<file path="src/rtl/bl_spi_dimmer.sv">
module bl_spi_dimmer #(
  parameter int FRAME_BITS  = 16,
  parameter int EN_BIT      = 14,
  parameter int PWM_STEPS   = 250,
  parameter int SYNC_STAGES = 2
) (
  input  logic clk,
  input  logic rst_n,
  input  logic sck,
  input  logic mosi,
  input  logic cs,
  output logic miso,
  output logic pwm_out,
  output logic bl_enable
);
  localparam int VAL_W = $clog2(PWM_STEPS + 1);
  localparam int CNT_W = $clog2(PWM_STEPS);
  localparam int BC_W  = $clog2(FRAME_BITS + 2);
  localparam logic [BC_W-1:0]  BC_FULL = BC_W'(FRAME_BITS);
  localparam logic [BC_W-1:0]  BC_OVER = BC_W'(FRAME_BITS + 1);
  localparam logic [VAL_W-1:0] TOP     = VAL_W'(PWM_STEPS);
  localparam logic [CNT_W-1:0] LAST    = CNT_W'(PWM_STEPS - 1);

  logic [SYNC_STAGES-1:0] sck_sync, mosi_sync, cs_sync;
  logic sck_d, cs_d;

  always_ff @(posedge clk or negedge rst_n)
    if (!rst_n) begin
      sck_sync  <= '0;
      mosi_sync <= '0;
      cs_sync   <= '0;
      sck_d     <= 1'b0;
      cs_d      <= 1'b0;
    end else begin
      sck_sync  <= {sck_sync[SYNC_STAGES-2:0], sck};
      mosi_sync <= {mosi_sync[SYNC_STAGES-2:0], mosi};
      cs_sync   <= {cs_sync[SYNC_STAGES-2:0], cs};
      sck_d     <= sck_sync[SYNC_STAGES-1];
      cs_d      <= cs_sync[SYNC_STAGES-1];
    end

  wire sck_s    = sck_sync[SYNC_STAGES-1];
  wire mosi_s   = mosi_sync[SYNC_STAGES-1];
  wire cs_s     = cs_sync[SYNC_STAGES-1];
  wire sck_rise = sck_s & ~sck_d;
  wire sck_fall = ~sck_s & sck_d;
  wire cs_rise  = cs_s & ~cs_d;
  wire cs_fall  = ~cs_s & cs_d;

  logic [BC_W-1:0]       bcnt;
  logic [FRAME_BITS-1:0] rx_sr, tx_sr;
  logic [FRAME_BITS-1:0] pend_cmd, applied;
  logic                  pend_vld;
  logic [CNT_W-1:0]      pwm_cnt;
  logic [VAL_W-1:0]      duty;

  wire frame_ok = cs_fall && (bcnt == BC_FULL);
  wire wrap     = (pwm_cnt == LAST);

  always_ff @(posedge clk or negedge rst_n)
    if (!rst_n) begin
      bcnt  <= '0;
      rx_sr <= '0;
    end else if (cs_rise) begin
      bcnt <= '0;
    end else if (cs_s && sck_rise) begin
      rx_sr <= {rx_sr[FRAME_BITS-2:0], mosi_s};
      if (bcnt != BC_OVER) bcnt <= bcnt + 1'b1;
    end

  always_ff @(posedge clk or negedge rst_n)
    if (!rst_n) tx_sr <= '0;
    else if (cs_rise) tx_sr <= applied;
    else if (cs_s && sck_fall) tx_sr <= {tx_sr[FRAME_BITS-2:0], 1'b0};

  assign miso = cs_s & tx_sr[FRAME_BITS-1];

  always_ff @(posedge clk or negedge rst_n)
    if (!rst_n) begin
      pend_cmd <= '0;
      pend_vld <= 1'b0;
    end else if (frame_ok) begin
      pend_cmd <= rx_sr;
      pend_vld <= 1'b1;
    end else if (wrap) begin
      pend_vld <= 1'b0;
    end

  wire [VAL_W-1:0] raw_val  = pend_cmd[VAL_W-1:0];
  wire [VAL_W-1:0] clamped  = (raw_val > TOP) ? TOP : raw_val;
  wire [VAL_W-1:0] new_duty = pend_cmd[EN_BIT] ? clamped : '0;

  always_ff @(posedge clk or negedge rst_n)
    if (!rst_n) begin
      pwm_cnt <= '0;
      duty    <= '0;
      applied <= '0;
    end else begin
      pwm_cnt <= wrap ? '0 : pwm_cnt + 1'b1;
      if (wrap && pend_vld) begin
        duty    <= new_duty;
        applied <= pend_cmd;
      end
    end

  assign pwm_out   = VAL_W'(pwm_cnt) < duty;
  assign bl_enable = applied[EN_BIT];
endmodule


</file>
<file path="config.mk">
export PLATFORM = sky130hd
export DESIGN_NAME = bl_spi_dimmer
export DESIGN_NICKNAME = d
export VERILOG_FILES = /design/src/rtl/bl_spi_dimmer.sv
export SDC_FILE = /design/constraint.sdc
export NUM_CORES = 1
export LEC_CHECK = 0
export ABC_CLOCK_PERIOD_IN_PS = 1920
export BUFFER_PORTS_ARGS = -buffer_cell sky130_fd_sc_hd__clkbuf_2
export CAP_MARGIN = 20
export CORE_MARGIN = 1.5
export CORE_UTILIZATION = 40
export CTS_CLUSTER_DIAMETER = 40
export DETAILED_ROUTE_END_ITERATION = 8
export PLACE_DENSITY_LB_ADDON = 0.2
export SYNTH_ARGS = -nofsm -noshare
export SYNTH_HDL_FRONTEND = slang
export SYNTH_SLANG_ARGS = --single-unit
export TNS_END_PERCENT = 50
</file>
<file path="constraint.sdc">
create_clock -name clk -period 1.92 [get_ports clk]
set_input_delay 0.192 -clock clk [delete_from_list [all_inputs] [get_ports clk]]
set_output_delay 0.192 -clock clk [all_outputs]
set_load 0.005 [all_outputs]
</file>
After elaboration in Yosys (flattened, before gate mapping) --
Index checks and enable logic that the tools add are counted.
Cells by class: add/sub/neg operators 2, $lt $le $gt $ge 2, eq/ne operators 3, multiplexer cells 10, bitwise logic cells 10, reductions and logical operators 10
Operator list (count):
- $mux W16 | 2
- $mux W8 | 3
- $mux W5 | 3
- $add A8 B1 Y8 const B | 1
- $eq A8 B8 Y1 const B | 1
- $gt A8 B8 Y1 const B | 1
- $lt A8 B8 Y1 | 1
- $reduce_bool A2 Y1 | 4
- $add A5 B1 Y5 const B | 1
- $and A1 B1 Y1 | 5
- $eq A5 B5 Y1 const B | 1
- $ne A5 B5 Y1 const B | 1
- $not A1 Y1 | 5
- $logic_and A1 B1 Y1 | 4
- $reduce_and A2 Y1 | 2
- $mux W1 | 2
Word-level totals: register bits 94, bits of input ports 5, logic and storage cells 50

Logic depth before layout (Yosys ltp) --
word-level depth 5, gate-level depth with buffers 6

Least setup slack after synthesis --
Ideal clock, no wire load.
path type register -> register, from register pwm_cnt[1], to register applied[0], data arrival time 1.485 ns, data required time 1.795 ns, slack 0.310 ns, cell stages (with the launch flop) 7, buffers on the path 1, period minus slack after synthesis 1.610 ns, cells stage by stage dfrtp_1 > inv_1 > ha_1 > nand4b_4 > nor2_4 > buf_6 > mux2_2
Between the ends: longest elaborated chain between the ends 2
Ends and longest elaborated chain:
- start: declaration | line 54 | logic [CNT_W-1:0] pwm_cnt;
- start signal: assignment | line 99 | pwm_cnt <= wrap ? '0 : pwm_cnt + 1'b1;
- $eq A8 B8 Y1 | line 58 | wire wrap = (pwm_cnt == LAST);
- $logic_and A1 B1 Y1 | line 100 | if (wrap && pend_vld) begin
- end signal: assignment | line 102 | applied <= pend_cmd;
- end: declaration | line 52 | logic [FRAME_BITS-1:0] pend_cmd, applied;
Every way passes these cells. A chain may end at the register's enable or synchronous reset.

Final worst setup path --
from register pwm_cnt[1], to register applied[5]
The elaborated chain is that of the path after synthesis.

==> impl_metrics.csv <==
group,metric,value,unit
setup_path,end_kind,"flop",
status,outcome,"complete, no violations",
setup_path,startpoint,"pwm_cnt[1]",
drt,wl,7.24,mm
synth,avgSynthCellArea,13.4,sq um
setup_path,critical_path_class,"flop to flop",
timing,slew_viol_final,0,
power,ir_drop,284,uV
clock_tree,cts.sinks,94,
synth,yosysTopAreaCell,"dfrtp_1",
clock_tree,cts_tree,"done",
synth,ys_warn_count,0,
timing,tightest_slew,0.502,ns
drt,vias,2415,
synth,dominantRegCellSynth,"dfrtp_1",
layout,nFillCells,950,
synth,synth_cell_types,48,
layout,fin_area,0.00474,sq mm
setup_path,crit_path_end,"applied[5]",
place,place_inst,454,
drt,avgRoutedWirePerCell,15.1,um
floorplanning,die_h,105,um
power,pwr-share-seq,0.583,
layout,drive_gt1_frac,0.378,
clock_tree,htree_levels,3,
grt,grt_pass1_vias,2447,
floorplanning,die_area,0.0111,sq mm
timing,fmax,556,MHz
place,io_buffer_count,7,
synth,synthArstFlopShare,1.00,
timing,hold_viol,0,
layout,seq_area,0.00236,sq mm
drt,drtIter0Drc,85,
hold_path,holdCritPathClass,"primary input to async pin",
drt,drcViolationCount,0,
setup_path,slowest_stage,"dfrtp_1",
layout,multi_input_area,0.00172,sq mm
clock_tree,clock_latency,0.36,ns
flow_run,drv_cap,0,
setup_path,crit_fanout,15,
floorplanning,start_util,0.409,
grt,grt_pass1_wl,12.4,mm
drt,drt_pre_antenna_iters,4,
setup_path,rrSetupSlack,0.12,ns
floorplanning,io_pins,8,
layout,num_antenna_cells,0,
setup_path,crit_arrival,2.04,ns
clock_tree,path_clk_slew,0.09,ns
clock_tree,cts_buffer_depth,2,
floorplanning,core,0.0102,sq mm
setup_path,crit_path_max_incr_delay,0.42,ns
timing,timing.final.crit_share,0.937,
timing,skew,0.0143,ns
place,hpwl,4.87,mm
synth,synthCells,311,
clock_tree,cts_buffers,9,
power,swShare,0.235,
grt,grt_max_degree,65,
timing,grt_setup_unrepaired,"false",
synth,synth_seq_cells,94,
drt,avgViaCountPerCell,5.03,
timing,finalSetupTns,0,ns
place,dpl_cell_area,0.00445,sq mm
drt,ant_nets,0,
place,place.gp.congestion,0.746,
layout,areaGrowthSynthToFinish,13.4,%
grt,grt-ovfl-total,0,
floorplanning,dieWidth,105,um
setup_path,r2r-end,"applied[5]",
power,p_leak,2.23,nW
power,p_switching,0.832,mW
power,power.internal,2.71,mW
place,dp_slack,0.235,ns
power,comb_power_share,0.045,
clock_tree,cts_root_buffer,"clkbuf_8",
setup_path,r2r_start,"pwm_cnt[1]",
synth,seq_area_frac_synth,0.562,
setup_path,r2r_cells,7,
grt,antenna_found_initial,0,
synth,synthesis.nets,328,
synth,synth_area,0.00418,sq mm
timing,finalSetupViolCount,0,
synth,yosys-top-cells-count,"94 x dfrtp_1, 69 x mux2_2, 24 x o21ai_0",
layout,nNetsFinal,356,
timing,finalWorstSetupSlack,0.120,ns
setup_path,startpoint_type,"flop",
synth,yosysMostFrequentCell,"dfrtp_1",
grt,track_usage,0.143,
layout,finalNonFillerCells,480,
setup_path,worstPathCellList,"buf_4, inv_1, ha_1, nand4b_4, nor2_4, buf_12, mux2_2",
timing,slew_headroom,0.661,
synth,netlist.area_leader.share,0.562,
setup_path,required,2.16,ns
synth,synthTopCellsByArea,"dfrtp_1 56%, mux2_2 19%, ha_1 3.6%, mux2_4 3.2%, o21ai_0 2.9%",
power,p_per_area,746,mW/mm^2
timing,post-route-min-period,1.80,ns
synth,synth_edf_count,0,
power,power.share.clock,0.372,
floorplanning,rows,37,
flip-flops by register name (all words and copies together), names as in the netlist, 5 cells and up:
register	cells
pend_cmd	16
rx_sr	16
pwm_cnt	8
duty	8
tx_sr	16
bcnt	5
applied	16
per-stage QoR:
| stage | utilization | total power, mW | hold slack [ns] |
|---|---|---|---|
| after detailed placement | 0.435 | 2.26 | 0.160 |
| after CTS | 0.458 | 3.59 | 0.308 |
| after global routing | 0.464 | 3.72 | 0.334 |
| final | 0.464 | 3.54 | 0.316 |
| after global placement | 0.435 | 2.26 | 0.166 |
| after floorplan | - | 2.17 | -0.104 |
timing repair:
item | CTS | global route
setup buffers | 0 | 6
hold endpoints to repair | 33 | 0
resized for setup | 0 | 8
setup endpoints to repair | 0 | 1
hold buffers | 4 | 0
routing by layer:
layer | vias up | global-route usage | wire length (um)
met5 | - | 0 | 0
met4 | 0 | 0.0528 | 95
met3 | 7 | 0.0315 | 131
met2 | 11 | 0.226 | 3380
met1 | 1241 | 0.194 | 3630
li1 | 1156 | - | -
layout make-up:
type / count / area share
Sequential cell: 94 / 0.497
Multi-Input combinational cell: 192 / 0.362
Timing Repair Buffer: 27 / 0.0522
Tap cell: 136 / 0.0359
Clock buffer: 9 / 0.0261
Clock inverter: 7 / 0.0153
Inverter: 15 / 0.0119
power by group through the flow:
stage	Sequential, mW	Clock, mW	Combinational [mW]
final	2.06	1.32	0.158
after global placement	2.10	0	0.154
after CTS	2.07	1.36	0.162
after detailed placement	2.10	0	0.156
after global routing	2.07	1.47	0.178
after floorplan	2.09	0	0.0826
critical path: cells and delay by family, from the launching register on:
kind | cells | cell delay (ns)
adders and majority gates | 1 | 0.24
and+or+nand+nor | 2 | 0.33
muxes | 1 | 0.34
buffers and inverters | 3 | 0.36
DFF | 1 | 0.42
layout by cell type, fill, tap and decap left out, drive strengths merged, types with 4 or more instances in the layout:
master       Yosys  routed
ha              12      12
a21oi           10      10
nor2             9       9
nand3            6       6
o21ai           24      24
nand2           12      12
dfrtp           94      94
or3              4       4
inv             15      17
mux2            78      78
clkbuf           3      14
buf              7      18
dlygate4sd3      0       4
logic make-up (layout without fill, tap and decap cells):
logic type	after synthesis	in the layout	share of synthesized area
flip-flops	94	94	0.562
multiplexers	79	79	0.220
AND/OR/NAND/NOR	54	54	0.0853
AO/OA/AOI/OAI	44	44	0.0610
buffers and inverters	25	58	0.0287
adder cells (fa/ha/maj)	12	12	0.0359
XOR/XNOR	3	3	0.00628
worst min-delay path by stage:
stage	from	to
5_1_grt	rst_n	bcnt[0]
2_1_floorplan	rst_n	applied[0]
3_3_place_gp	rst_n	bcnt[0]
6_report	rst_n	bcnt[0]
4_1_cts	rst_n	bcnt[0]
3_5_place_dp	rst_n	bcnt[0]
Power figures use the tool's default switching activity.
